[config.mk]
export PLATFORM = sky130hd
export DESIGN_NAME = baud_strobe_gen
export DESIGN_NICKNAME = d
export VERILOG_FILES = /design/src/rtl/baud_pkg.sv /design/src/rtl/baud_prescaler.sv /design/src/rtl/baud_divider.sv /design/src/rtl/baud_post.sv /design/src/rtl/baud_strobe_gen.sv
export SDC_FILE = /design/constraint.sdc
export NUM_CORES = 1
export LEC_CHECK = 0
export ABC_AREA = 1
export BUFFER_PORTS_ARGS = -buffer_cell sky130_fd_sc_hd__buf_2
export CORE_MARGIN = 4
export CORE_UTILIZATION = 50
export CTS_CLUSTER_SIZE = 16
export DETAILED_ROUTE_END_ITERATION = 10
export MAX_ROUTING_LAYER = met4
export PLACE_DENSITY = 0.74
export SKIP_CTS_REPAIR_TIMING = 1
export SYNTH_ARGS = -nofsm -noshare
export SYNTH_HDL_FRONTEND = slang
export SYNTH_SLANG_ARGS = --single-unit
[constraint.sdc]
create_clock -name clk -period 1.8 [get_ports clk]
set_input_delay 0.36 -clock clk [delete_from_list [all_inputs] [get_ports clk]]
set_output_delay 0.36 -clock clk [all_outputs]
set_load 0.02 [all_outputs]
[src/rtl/baud_pkg.sv]
package baud_pkg;
  // Prescale factor in clock cycles for a select code: 4^sel.
  function automatic int unsigned prescale_len(input logic [1:0] sel);
    return 32'd1 << (2 * sel);
  endfunction

  // Ticks per base event: 1 in sync or double speed, otherwise 2.
  function automatic int unsigned base_ratio(input logic sync, input logic dbl);
    return (sync || dbl) ? 32'd1 : 32'd2;
  endfunction

  // Base events per bit.
  function automatic int unsigned bit_ratio(input logic sync, input logic os8);
    if (sync) return 32'd4;
    return os8 ? 32'd8 : 32'd16;
  endfunction
endpackage

[src/rtl/baud_prescaler.sv]
module baud_prescaler #(
  parameter int SEL_W = 2,
  parameter int PRE_W = 6
) (
  input  logic             clk,
  input  logic             rst_n,
  input  logic             clear,
  input  logic [SEL_W-1:0] sel,
  output logic             step
);
  import baud_pkg::*;
  logic [PRE_W-1:0] cnt_q;
  logic [PRE_W-1:0] last_val;

  assign last_val = PRE_W'(prescale_len(2'(sel)) - 1);
  assign step     = (cnt_q == last_val);

  always_ff @(posedge clk or negedge rst_n) begin
    if (!rst_n)      cnt_q <= '0;
    else if (clear)  cnt_q <= '0;
    else if (step)   cnt_q <= '0;
    else             cnt_q <= cnt_q + 1'b1;
  end
endmodule

[src/rtl/baud_divider.sv]
module baud_divider #(
  parameter int DIV_W = 8
) (
  input  logic             clk,
  input  logic             rst_n,
  input  logic             clear,
  input  logic             step,
  input  logic [DIV_W-1:0] limit,
  output logic             tick
);
  logic [DIV_W-1:0] cnt_q;

  assign tick = step && (cnt_q == limit);

  always_ff @(posedge clk or negedge rst_n) begin
    if (!rst_n)      cnt_q <= '0;
    else if (clear)  cnt_q <= '0;
    else if (tick)   cnt_q <= '0;
    else if (step)   cnt_q <= cnt_q + 1'b1;
  end
endmodule

[src/rtl/baud_post.sv]
module baud_post #(
  parameter int BIT_W = 4
) (
  input  logic clk,
  input  logic rst_n,
  input  logic clear,
  input  logic tick,
  input  logic sync,
  input  logic os8,
  input  logic dbl,
  output logic base_ev,
  output logic bit_ev,
  output logic base_stb,
  output logic bit_stb,
  output logic sclk_out
);
  import baud_pkg::*;
  logic             half_q;
  logic [BIT_W-1:0] bcnt_q;
  logic [BIT_W-1:0] bit_last;
  logic             one_per_tick;
  logic             sclk_tgl;

  assign one_per_tick = (base_ratio(sync, dbl) == 32'd1);
  assign base_ev      = tick && (one_per_tick || half_q);
  assign bit_last     = BIT_W'(bit_ratio(sync, os8) - 1);
  assign bit_ev       = base_ev && (bcnt_q == bit_last);
  // Sync clock edges fall on the 2nd and 4th tick of each bit.
  assign sclk_tgl     = sync && base_ev && bcnt_q[0];

  always_ff @(posedge clk or negedge rst_n) begin
    if (!rst_n) begin
      half_q   <= 1'b0;
      bcnt_q   <= '0;
      base_stb <= 1'b0;
      bit_stb  <= 1'b0;
      sclk_out <= 1'b0;
    end else if (clear) begin
      half_q   <= 1'b0;
      bcnt_q   <= '0;
      base_stb <= 1'b0;
      bit_stb  <= 1'b0;
      sclk_out <= 1'b0;
    end else begin
      if (tick && !one_per_tick) half_q <= ~half_q;
      if (bit_ev)       bcnt_q <= '0;
      else if (base_ev) bcnt_q <= bcnt_q + 1'b1;
      base_stb <= base_ev;
      bit_stb  <= bit_ev;
      if (sclk_tgl) sclk_out <= ~sclk_out;
    end
  end
endmodule

[src/rtl/baud_strobe_gen.sv]
module baud_strobe_gen #(
  parameter int SEL_W = 2,
  parameter int DIV_W = 8,
  parameter int BIT_W = 4,
  localparam int PRE_W = 2 * ((1 << SEL_W) - 1)
) (
  input  logic             clk,
  input  logic             rst_n,
  input  logic             cfg_we,
  input  logic [SEL_W-1:0] cfg_clk_sel,
  input  logic [DIV_W-1:0] cfg_divisor,
  input  logic             cfg_sync,
  input  logic             cfg_os8,
  input  logic             cfg_dbl,
  output logic             base_stb,
  output logic             bit_stb,
  output logic             sclk_out
);
  logic [SEL_W-1:0] sel_q;
  logic [DIV_W-1:0] div_q;
  logic             sync_q, os8_q, dbl_q;
  // Internal events brought out for the checker.
  logic             pre_step;
  logic             tick;
  logic             base_ev;
  logic             bit_ev;

  always_ff @(posedge clk or negedge rst_n) begin
    if (!rst_n) begin
      sel_q  <= '0;
      div_q  <= '0;
      sync_q <= 1'b0;
      os8_q  <= 1'b0;
      dbl_q  <= 1'b0;
    end else if (cfg_we) begin
      sel_q  <= cfg_clk_sel;
      div_q  <= cfg_divisor;
      sync_q <= cfg_sync;
      os8_q  <= cfg_os8;
      dbl_q  <= cfg_dbl;
    end
  end

  baud_prescaler #(.SEL_W(SEL_W), .PRE_W(PRE_W)) u_pre (
    .clk(clk), .rst_n(rst_n), .clear(cfg_we), .sel(sel_q), .step(pre_step)
  );

  baud_divider #(.DIV_W(DIV_W)) u_div (
    .clk(clk), .rst_n(rst_n), .clear(cfg_we), .step(pre_step),
    .limit(div_q), .tick(tick)
  );

  baud_post #(.BIT_W(BIT_W)) u_post (
    .clk(clk), .rst_n(rst_n), .clear(cfg_we), .tick(tick),
    .sync(sync_q), .os8(os8_q), .dbl(dbl_q),
    .base_ev(base_ev), .bit_ev(bit_ev),
    .base_stb(base_stb), .bit_stb(bit_stb), .sclk_out(sclk_out)
  );
endmodule

==> flow_summary_export.csv, run 1 <==
group,metric,value,unit
run,cap_violations,0,
detailed_routing,wire_per_inst,11.5,um
power,peakVddDrop,0.000317,V
logic_synthesis,yosysTopAreaCellShare,0.462,
logic_synthesis,syn_nets,265,
global_routing,grt_pass1_wl,6400,um
final_layout,n_antenna_cell,0,
power,p_sw,466,uW
logic_synthesis,synth_largest_area_cell,"dfrtp_1",
timing,grt_setup_unrepaired,"false",
final_layout,stdcell_count,318,
setup_path,cp_data_required_time,1.98,ns
timing,finClkSkew,0.00835,ns
final_layout,syn2layout_area_growth,13.5,%
power,internal_power,1210,uW
detailed_routing,drcViolationCount,0,
placed_design,dpl_worst_slack,0.249,ns
timing,max_slew_margin,0.740,
clock_network,clkTransAtPathRegs,0.08,ns
power,p_per_area,778,mW/mm2
logic_synthesis,ys_ff_latch,35,
placed_design,port_buffers,18,
setup_path,crit_slowest_cell,"dfrtp_1",
setup_path,path_cells,"nor2_1 > nand2_1 > o21ai_1 > inv_1 > nor2_8 > nand3_4 > nand2_1 > inv_1 > nand2_1 > nand2_1",
final_layout,drive_gt1_frac,0.163,
setup_path,worst_setup_path_start_kind,"flip-flop",
global_routing,overflow,0,
detailed_routing,drt-initial-drc-count,73,
setup_path,crit_fanout,10,
final_layout,fillers,344,
logic_synthesis,yosysSeqAreaShare,0.462,
power,seqPwrFrac,0.510,
setup_path,crit_path_end_kind,"flip-flop",
placed_design,placed_cells,310,
logic_synthesis,synth_flop_cell,"dfrtp_1",
die,die_x,69.6,um
clock_network,cts_tree,"built",
die,io_pins,19,
detailed_routing,totalWireLength,3660,um
timing,finalSetupViolCount,0,
clock_network,root_buffer,"clkbuf_8",
logic_synthesis,synthArstFlopShare,1.00,
placed_design,place_area,0.00205,mm2
timing,tightestPinTransition,0.390,ns
timing,post-route-period-util,0.857,
setup_path,regToRegSetupSlack,0.26,ns
placed_design,dp_hpwl,2610,um
logic_synthesis,ys_top_cells_by_area,"dfrtp_1, nand2_1, inv_1",
placed_design,routabilityCongestion,0.822,
timing,finalHoldViolations,0,
power,swShare,0.278,
logic_synthesis,ys_types,26,
setup_path,slowest_delay,0.41,ns
power,combinationalPowerShare,0.125,
logic_synthesis,yosys-top-cells-count,"nand2_1, dfrtp_1, inv_1",
logic_synthesis,syn_area_per_cell,7.71,um2
run_status,status,"finished, final reports clean",
timing,slew_violations,0,
die,die_area,0.00484,mm2
logic_synthesis,synthMostInstantiatedCell,"nand2_1",
clock_network,htree_levels,2,
global_routing,grt_max_degree,36,
clock_network,clock_path_buffers,2,
die,fp-row-count,22,
logic_synthesis,yosysWarnings,0,
global_routing,antenna_found_initial,0,
clock_network,cts.sinks,35,
logic_synthesis,syn-cell-area,0.00190,mm2
timing,max_freq,648,MHz
power,p_leak,0.00117,uW
detailed_routing,num_vias,1574,
die,die_y,69.6,um
detailed_routing,ant_nets,0,
die,start_util,0.518,
die,coreArea,0.00366,mm2
final_layout,fin_nets,288,
final_layout,fin_area,0.00215,mm2
setup_path,crit_top_cell,"nand2_1",
setup_path,worstPathArrival,1.73,ns
global_routing,grt_pass1_vias,1521,
timing,fin_ws,0.257,ns
clock_network,cts_buffers,5,
timing,setup_tns,0,ns
logic_synthesis,synth_edf_count,0,
timing,fin_crit,1.54,ns
setup_path,path_class,"flip-flop to flip-flop",
power,p_clk_frac,0.365,
logic_synthesis,synthCells,246,
detailed_routing,detail_route.first_pass.iterations,4,
detailed_routing,vias_per_cell,4.95,
global_routing,grt_use_total,0.170,
hold_path,min_path_type,"primary input to asynchronous set/reset pin",
setup_path,r2r_cells,10,
clock_network,insertion_delay,0.29,ns
final cells by class:
class	count	area (um2)	share of cell area
sequential	35	876	0.407
multi-input combinational	167	845	0.393
inverter	39	146	0.0681
timing repair buffer	21	125	0.0582
clock buffer	6	82.6	0.0384
tap	48	60.1	0.0279
clock inverter	2	16.3	0.00756
power by group through the flow:
stage / registers, uW / logic (uW) / clock network [uW]
floorplan: 863 / 150 / 0
global placement: 868 / 207 / 0
detailed placement: 869 / 213 / 0
CTS: 855 / 213 / 632
global route: 861 / 244 / 674
finish: 855 / 209 / 611
kinds of logic after synthesis:
logic type               Yosys count  synth area share
AO/OA/AOI/OAI                     24            0.0660
flip-flops                        35             0.462
adder cells (fa/ha/maj)            3            0.0198
AND/OR/NAND/NOR                  132             0.323
buffers and inverters             44            0.0924
XOR/XNOR                           8            0.0370
critical path: cells and delay by family (launching register included):
kind	cells	cell delay [ns]
DFF	1	0.41
and+or+nand+nor	7	0.78
buffers and inverters	2	0.19
AOI/OAI and AO/OA	1	0.07
registers in the layout, summed over array words and instances (netlist names):
name / cells
div_q: 8
u_post.sclk_out: 1
u_post.bit_stb: 1
os8_q: 1
dbl_q: 1
u_post.half_q: 1
u_post.base_stb: 1
u_div.cnt_q: 8
sel_q: 2
u_pre.cnt_q: 6
u_post.bcnt_q: 4
sync_q: 1
metal layers:
| layer | track usage | routed length (um) | vias up |
|---|---|---|---|
| li1 | - | - | 818 |
| met1 | 0.201 | 1700 | 711 |
| met2 | 0.268 | 1720 | 39 |
| met3 | 0.0580 | 182 | 6 |
| met4 | 0.0672 | 57 | 0 |
| met5 | - | 0 | - |
path summary, 6_finish.rpt:
path,end,start
worst max-delay path,u_post.bcnt_q[2],sel_q[1]
worst min-delay path,div_q[7],rst_n
worst max register to register,u_post.bcnt_q[2],sel_q[1]
worst min register to register,dbl_q,dbl_q
max in group asynchronous,u_pre.cnt_q[2],rst_n
min in group clk,dbl_q,cfg_dbl
through the flow:
step	utilization	hold WS, ns	power (uW)
after floorplan	-	0.0644	1010
after global placement	0.560	0.334	1070
after detailed placement	0.560	0.345	1080
after CTS	0.587	0.0270	1700
after global routing	0.587	0.0274	1780
final	0.587	0.0262	1670
layout by cell type (no fill, tap or decap), drive strengths merged:
master    instances
xor2              7
clkinvlp          1
ha                3
nand3            10
nor2             25
clkinv            2
a31oi             1
nand4            10
o21ai            22
xnor2             1
buf              21
o2111ai           1
dfrtp            35
clkbuf            6
inv              38
nand2            84
nor3              3
Power figures use the tool's default switching activity.
==> inputs of run 2 (changes only) <==
--- a/config.mk
+++ b/config.mk
@@ -8,11 +8,12 @@
 export ABC_AREA = 1
 export BUFFER_PORTS_ARGS = -buffer_cell sky130_fd_sc_hd__buf_2
 export CORE_MARGIN = 4
-export CORE_UTILIZATION = 50
+export CORE_UTILIZATION = 38
 export CTS_CLUSTER_SIZE = 16
 export DETAILED_ROUTE_END_ITERATION = 10
+export GPL_ROUTABILITY_DRIVEN = 1
 export MAX_ROUTING_LAYER = met4
-export PLACE_DENSITY = 0.74
+export PLACE_DENSITY = 0.6
 export SKIP_CTS_REPAIR_TIMING = 1
 export SYNTH_ARGS = -nofsm -noshare
 export SYNTH_HDL_FRONTEND = slang
==> flow_summary_export.csv, run 2 (synthesis results as in run 1) <==
group,metric,value,unit
setup_path,crit_path_end_kind,"flip-flop",
power,p_clk_frac,0.342,
final_layout,drive_gt1_frac,0.152,
clock_network,cts_buffers,5,
final_layout,reg_top3,"div_q (8), u_div.cnt_q (8), u_pre.cnt_q (6)",
timing,finalSetupViolCount,0,
die,die_y,78.6,um
setup_path,path_class,"flip-flop to flip-flop",
power,swShare,0.275,
final_layout,syn2layout_area_growth,13.4,%
timing,tightestPinTransition,0.570,ns
global_routing,overflow,0,
final_layout,final_common_cell,"nand2_1",
setup_path,cp-startpoint,"sel_q[1]",
setup_path,crit_top_cell,"nand2_1",
setup_path,worst_setup_path_start_kind,"flip-flop",
detailed_routing,totalWireLength,3560,um
timing,fin_crit,1.52,ns
global_routing,grt_max_degree,29,
global_routing,grt_pass1_vias,1480,
power,p_per_area,749,mW/mm2
final_layout,n_antenna_cell,0,
run_status,status,"finished, final reports clean",
timing,max_freq,658,MHz
global_routing,grt_use_total,0.136,
detailed_routing,drcViolationCount,0,
timing,slew_violations,0,
detailed_routing,ant_nets,0,
die,start_util,0.396,
timing,finClkSkew,0.00703,ns
final_layout,fin_nets,287,
clock_network,cts.sinks,35,
detailed_routing,num_vias,1506,
setup_path,crit_slowest_cell,"dfrtp_1",
detailed_routing,wire_per_inst,10.6,um
setup_path,slowest_delay,0.40,ns
clock_network,insertion_delay,0.28,ns
setup_path,cp_data_required_time,1.98,ns
power,peakVddDrop,0.000356,V
timing,fin_ws,0.281,ns
timing,post-route-period-util,0.844,
clock_network,clkTransAtPathRegs,0.07,ns
setup_path,path_cells,"nor2_1 > nand2_1 > o21ai_1 > inv_1 > nor2_8 > inv_2 > nor2_2 > nand2_1 > nand3_1 > nand2_1",
placed_design,placed_cells,328,
setup_path,path_buf_inv,2,
timing,grt_setup_unrepaired,"false",
clock_network,root_buffer,"clkbuf_8",
power,p_leak,0.00116,uW
global_routing,grt_pass1_wl,6510,um
clock_network,cts_tree,"built",
die,coreArea,0.00479,mm2
power,finalPower,1610,uW
hold_path,min_path_type,"primary input to asynchronous set/reset pin",
power,combinationalPowerShare,0.127,
die,io_pins,19,
die,die_x,78.6,um
setup_path,reg2reg_from,"sel_q[1]",
global_routing,antenna_found_initial,0,
placed_design,routabilityCongestion,0.809,
timing,max_slew_margin,0.620,
setup_path,crit_family,"simple AND/OR/NAND/NOR gates",
detailed_routing,drt-initial-drc-count,78,
power,seqPwrFrac,0.531,
placed_design,port_buffers,18,
clock_network,htree_levels,2,
final_layout,stdcell_count,336,
placed_design,dpl_worst_slack,0.281,ns
die,fp-row-count,25,
final_layout,layout_common_cells,"nand2_1, dfrtp_1, inv_1",
detailed_routing,detail_route.first_pass.iterations,4,
power,p_sw,443,uW
placed_design,dp_hpwl,2550,um
timing,whs,0.00319,ns
setup_path,worstPathArrival,1.70,ns
timing,finalHoldViolations,0,
run,cap_violations,0,
setup_path,crit_fanout,10,
die,die_area,0.00618,mm2
timing,setup_tns,0,ns
detailed_routing,vias_per_cell,4.48,
clock_network,clock_path_buffers,2,
power,internal_power,1170,uW
==> run 2: cell count changes in the layout (fill, tap and decap cells not counted), sizes merged <==
| cell | delta |
|---|---|
| buf | -1 |
| clkbuf | +1 |
| clkinvlp | -1 |
==> run 2: worst paths after layout <==
kind                             endpoint  slack, ns  depth (start not counted)
setup reg to reg            u_post.half_q       0.28                         10
hold / removal             u_pre.cnt_q[4]      0.003                          1
min in group clk                    dbl_q       0.27                          3
setup / recovery            u_post.half_q       0.28                         10
max in group asynchronous  u_div.cnt_q[6]       1.35                          2
hold reg to reg                     dbl_q       0.48                          2
==> run 2: power groups by stage <==
stage                     logic [uW]  clock network, uW  registers [uW]
final                            205                550             855
after global routing             244                613             860
after CTS                        211                575             854
after detailed placement         210                  0             870
after global placement           209                  0             869
after floorplan                  150                  0             863
==> run 2: per-layer routing <==
metal | up-vias | track usage | wire, um
li1 | 809 | - | -
met1 | 668 | 0.176 | 1800
met2 | 25 | 0.207 | 1540
met3 | 4 | 0.0390 | 168
met4 | 0 | 0.0420 | 45
met5 | - | - | 0
==> run 2: cell type report <==
class / count / area, um2
flip-flops and latches: 35 / 876
well taps: 67 / 83.8
repair buffers: 20 / 118
multi-input cells: 167 / 845
fillers: 500 / 2640
clock inverters: 1 / 5.00
clock buffers: 7 / 76.3
inverters: 39 / 146
==> run 2: through the flow <==
stage	utilization	cell area [um2]
after detailed placement	0.432	2070
after global routing	0.449	2150
after floorplan	-	1900
after CTS	0.449	2150
after global placement	0.432	2070
final	0.449	2150
==> run 2: worst register-to-register path: cells and delay by family (launching register included) <==
kind | cells | cell delay, ns
and+or+nand+nor | 7 | 0.75
DFF | 1 | 0.40
AOI/OAI and AO/OA | 1 | 0.07
buffers and inverters | 2 | 0.19
